[config.mk]
export PLATFORM = sky130hd
export DESIGN_NAME = fsync4_detect
export DESIGN_NICKNAME = d
export VERILOG_FILES = /design/src/rtl/fsync4_detect.sv
export SDC_FILE = /design/constraint.sdc
export NUM_CORES = 1
export LEC_CHECK = 0
export BUFFER_PORTS_ARGS = -buffer_cell sky130_fd_sc_hd__buf_2
export CORE_MARGIN = 5
export CORE_UTILIZATION = 40
export CTS_CLUSTER_SIZE = 8
export DETAILED_ROUTE_END_ITERATION = 7
export PLACE_DENSITY = 0.64
export SYNTH_ARGS = -nofsm -noshare
export SYNTH_HDL_FRONTEND = slang
export SYNTH_SLANG_ARGS = --single-unit
[constraint.sdc]
create_clock -name clk -period 5.1 [get_ports clk]
set_input_delay 0.255 -clock clk [delete_from_list [all_inputs] [get_ports clk]]
set_output_delay 0.255 -clock clk [all_outputs]
set_load 0.02 [all_outputs]
[src/rtl/fsync4_detect.sv]
module fsync4_detect #(
  parameter int SYNC_LEN = 24,
  parameter int SID_LEN  = 22,
  parameter logic [2*SYNC_LEN-1:0] SYNC_PAT = 48'hF5F5F5FF555F,
  localparam int CW = $clog2(SYNC_LEN + 1),
  localparam int SW = $clog2(SID_LEN + 1)
) (
  input  logic          clk,
  input  logic          rst,
  input  logic          rx_en,
  input  logic          sym_stb,
  input  logic [1:0]    sym,
  input  logic [CW-1:0] thresh,
  output logic          hit,
  output logic [CW-1:0] mismatches,
  output logic [1:0]    chan_stat
);
  typedef enum logic [1:0] {SEARCH, STAT, SID} st_t;

  localparam logic [CW-1:0] FULL = CW'(SYNC_LEN);
  localparam logic [SW-1:0] SID_LAST = SW'(SID_LEN - 1);

  st_t                  st;
  logic [2*SYNC_LEN-1:0] hist;
  logic [CW-1:0]        fill;
  logic [SW-1:0]        sid_cnt;
  logic [CW-1:0]        cnt_n;

  wire                  acc = rx_en & sym_stb;
  wire [2*SYNC_LEN-1:0] nh  = {hist[2*SYNC_LEN-3:0], sym};
  wire                  filled_n = (32'(fill) + 32'd1) >= 32'(SYNC_LEN);

  always_comb begin
    cnt_n = '0;
    for (int i = 0; i < SYNC_LEN; i++)
      cnt_n = cnt_n + {{(CW-1){1'b0}}, (nh[2*i +: 2] != SYNC_PAT[2*i +: 2])};
  end

  always_ff @(posedge clk) begin
    if (rst) begin
      st         <= SEARCH;
      hist       <= '0;
      fill       <= '0;
      sid_cnt    <= '0;
      hit        <= 1'b0;
      mismatches <= '0;
      chan_stat  <= 2'b00;
    end else begin
      hit <= 1'b0;
      if (acc) begin
        hist       <= nh;
        mismatches <= cnt_n;
        if (fill != FULL) fill <= fill + 1'b1;
        case (st)
          SEARCH: if (filled_n && cnt_n <= thresh) begin
            hit <= 1'b1;
            st  <= STAT;
          end
          STAT: begin
            chan_stat <= sym;
            sid_cnt   <= '0;
            st        <= SID;
          end
          default: begin
            if (sid_cnt == SID_LAST) st <= SEARCH;
            else sid_cnt <= sid_cnt + 1'b1;
          end
        endcase
      end
    end
  end
endmodule


==> flow_metrics.env <==
export IMPL_clk_pin_slew_ns=0.07
export IMPL_grt_ovfl_total=0
export IMPL_track_usage=0.140
export IMPL_worstSkewPairLatency_ns=0.35
export IMPL_rsz0062_at_grt="yes"
export IMPL_critPathMaxFanout=2
export IMPL_ir_drop_uv=167
export IMPL_p_switching_uw=250
export IMPL_final_core_util=0.475
export IMPL_ys_async_sr_fraction=0
export IMPL_hpwlAfterDp_mm=4.40
export IMPL_crit_type="register to register"
export IMPL_antenna_cells=0
export IMPL_ys_flop_type="dfxtp_1"
export IMPL_yosys_warnings=0
export IMPL_syn2layout_area_growth_pct=18.0
export IMPL_yosysUniqueCellTypes=34
export IMPL_final_nets=474
export IMPL_syn_nets=439
export IMPL_multi_input_area_sq_um=1810
export IMPL_finalClockSkew_ns=0.00775
export IMPL_critPathLaunchType="register"
export IMPL_dr_first_iter_drc_count=113
export IMPL_p_per_area_nw_per_um2=267
export IMPL_cts_hold_fix_buffers=0
export IMPL_wl_per_cell_um=11.8
export IMPL_grt_pass1_wl_mm=11.1
export IMPL_min_path_type="input port to register"
export IMPL_avgSynthCellArea_sq_um=8.23
export IMPL_die_height_um=100
export IMPL_cts_path_max_buffers=2
export IMPL_synthCells=396
export IMPL_mostFrequentLayoutCells="nand2_1, dfxtp_1, a21oi_1"
export IMPL_min_period_ns=5.13
export IMPL_setup_viol=2
export IMPL_drive_gt1_frac=0.168
export IMPL_rows=33
export IMPL_initial_core_util=0.403
export IMPL_avgViaCountPerCell=4.81
export IMPL_clock_fmax_mhz=195
export IMPL_relSlewSlack=0.275
export IMPL_numCtsBuffers=9
export IMPL_ys_seq_area_frac=0.405
export IMPL_cp_end_kind="register"
export IMPL_setup_ws_ns=-0.0345
export IMPL_pwr_share_clk=0.426
export IMPL_grt_max_degree=62
export IMPL_drt_pass1_iter_count=4
export IMPL_grt_pass1_vias=2504
export IMPL_final_common_cell="nand2_1"
export IMPL_outcome="finished with violations"
export IMPL_routed_via_count=2599
export IMPL_p_int_uw=778
export IMPL_tritoncts="built"
export IMPL_final_fill_count=826
export IMPL_routed_wl_mm=6.39
export IMPL_cap_violations=0
export IMPL_pwr_share_seq=0.508
export IMPL_synth_area_sq_um=3260
export IMPL_crit_arrival_ns=5.40
export IMPL_remaining_drc_errors=0
export IMPL_fp_dieW_um=100
export IMPL_violations="negative setup slack"
export IMPL_p_leak_uw=0.00148
export IMPL_synth_edf_count=0
export IMPL_p_total_uw=1030
export IMPL_finalHoldViolations=0
export IMPL_worst_pin_slew_ns=1.09
export IMPL_layout_cells_non_filler=540
export IMPL_required_ns=5.36
export IMPL_dp_cells=524
export IMPL_synth_seq_cells=66
export IMPL_root_buffer="clkbuf_8"
export IMPL_port_buffers=18
export IMPL_io_pins=19
export IMPL_htreeDepth=3
export IMPL_sw_frac_of_total=0.243
export IMPL_gp_congestion=0.774
export IMPL_fp_dieArea_sq_um=10100
export IMPL_antenna_found_initial=0
export IMPL_fin_crit_sh=1.01
export IMPL_p_comb_frac=0.067
export IMPL_finalMaxSlewViolations=0
export IMPL_pre_cts_ws_ns=-0.318
export IMPL_final_antenna_net_count=0
export IMPL_clkSinkCount=66
export IMPL_coreArea_sq_um=8090
export IMPL_seqCellArea_sq_um=1320
==> repair_timing <==
item / 4_1_cts / 5_1_grt
gates resized for setup: 5 / 2
pin swaps: 14 / 5
endpoints found under the setup margin: 2 / 2
buffers inserted: 1 / 0
==> cells in the mapped netlist (4+ instances only) <==
cell type  instances  area, sq um
a21oi_1           60          300
and2_1             7         43.8
buf_2              4         20.0
clkbuf_1          14         52.6
dfxtp_1           66         1320
fa_1              17          340
ha_1              15          188
inv_1             30          113
nand2_1          114          428
nand2b_1           7         43.8
nand3_1            5         25.0
nor2_1            10         37.5
nor2b_1            7         43.8
nor3_1             5         25.0
xor2_1             4         35.0
==> cell families after synthesis <==
group                      Yosys count  synth area share
AOI/OAI and AO/OA                   74             0.126
muxes                                3           0.00921
DFF                                 66             0.405
adders and majority gates           32             0.162
and+or+nand+nor                    166             0.223
buffers and inverters               49            0.0580
xor gates and xnor gates             6            0.0161
==> routing by layer <==
| layer | part of all wire | track usage | vias to the layer above |
|---|---|---|---|
| li1 | - | - | 1347 |
| met1 | 0.46 | 0.174 | 1212 |
| met2 | 0.49 | 0.230 | 31 |
| met3 | 0.027 | 0.0341 | 9 |
| met4 | 0.020 | 0.0622 | 0 |
| met5 | 0 | 0 | - |
==> sequential cells by signal, summed over array words and instances (netlist names) <==
register / count
sid_cnt: 5
hist: 46
fill: 5
hit: 1
chan_stat: 2
mismatches: 5
st: 2
==> power by group through the flow <==
stage                     logic [uW]  clock network, uW  registers, uW
after floorplan                 44.6                  0            536
after global placement          65.6                  0            534
after detailed placement        66.8                  0            534
after CTS                       69.1                449            522
after global routing            77.3                481            522
final                           68.6                438            522
==> critical path, cell delays in order (launching register included) <==
cell and delay (ns):
dfxtp_2 0.32, nand2b_4 0.13, fa_1 0.53, inv_1 0.05
fa_1 0.45, fa_1 0.53, inv_2 0.04, fa_1 0.54
inv_1 0.05, fa_1 0.48, inv_1 0.05, ha_2 0.18
fa_2 0.34, a21o_1 0.16, a21o_1 0.18, ha_4 0.26
a2111oi_4 0.27, o221ai_1 0.16, o21a_1 0.14, o31ai_1 0.18
==> cell type report <==
cell class | instances | share of cell area
Clock inverter | 5 | 0.0143
Tap cell | 105 | 0.0342
Multi-Input combinational cell | 281 | 0.470
Clock buffer | 10 | 0.0358
Inverter | 30 | 0.0293
Sequential cell | 66 | 0.344
Timing Repair Buffer | 43 | 0.0722
==> final timing paths <==
kind	startpoint	end	depth (start not counted)	slack [ns]
hold reg to reg	hist[45]	hist[45]	2	0.45
hold / removal	sym[1]	chan_stat[1]	3	0.18
setup / recovery	hist[41]	st[0]	19	-0.03
setup reg to reg	hist[41]	st[0]	19	-0.03
==> per-stage QoR <==
stage	cell area (sq um)	hold slack [ns]	TNS, ns
finish	3850	0.178	-0.0541
global route	3850	0.185	-0.502
CTS	3840	0.161	-0.197
detailed placement	3610	0.444	-0.617
global placement	3610	0.442	-0.321
floorplan	3290	0.391	0
Power figures use the tool's default switching activity.
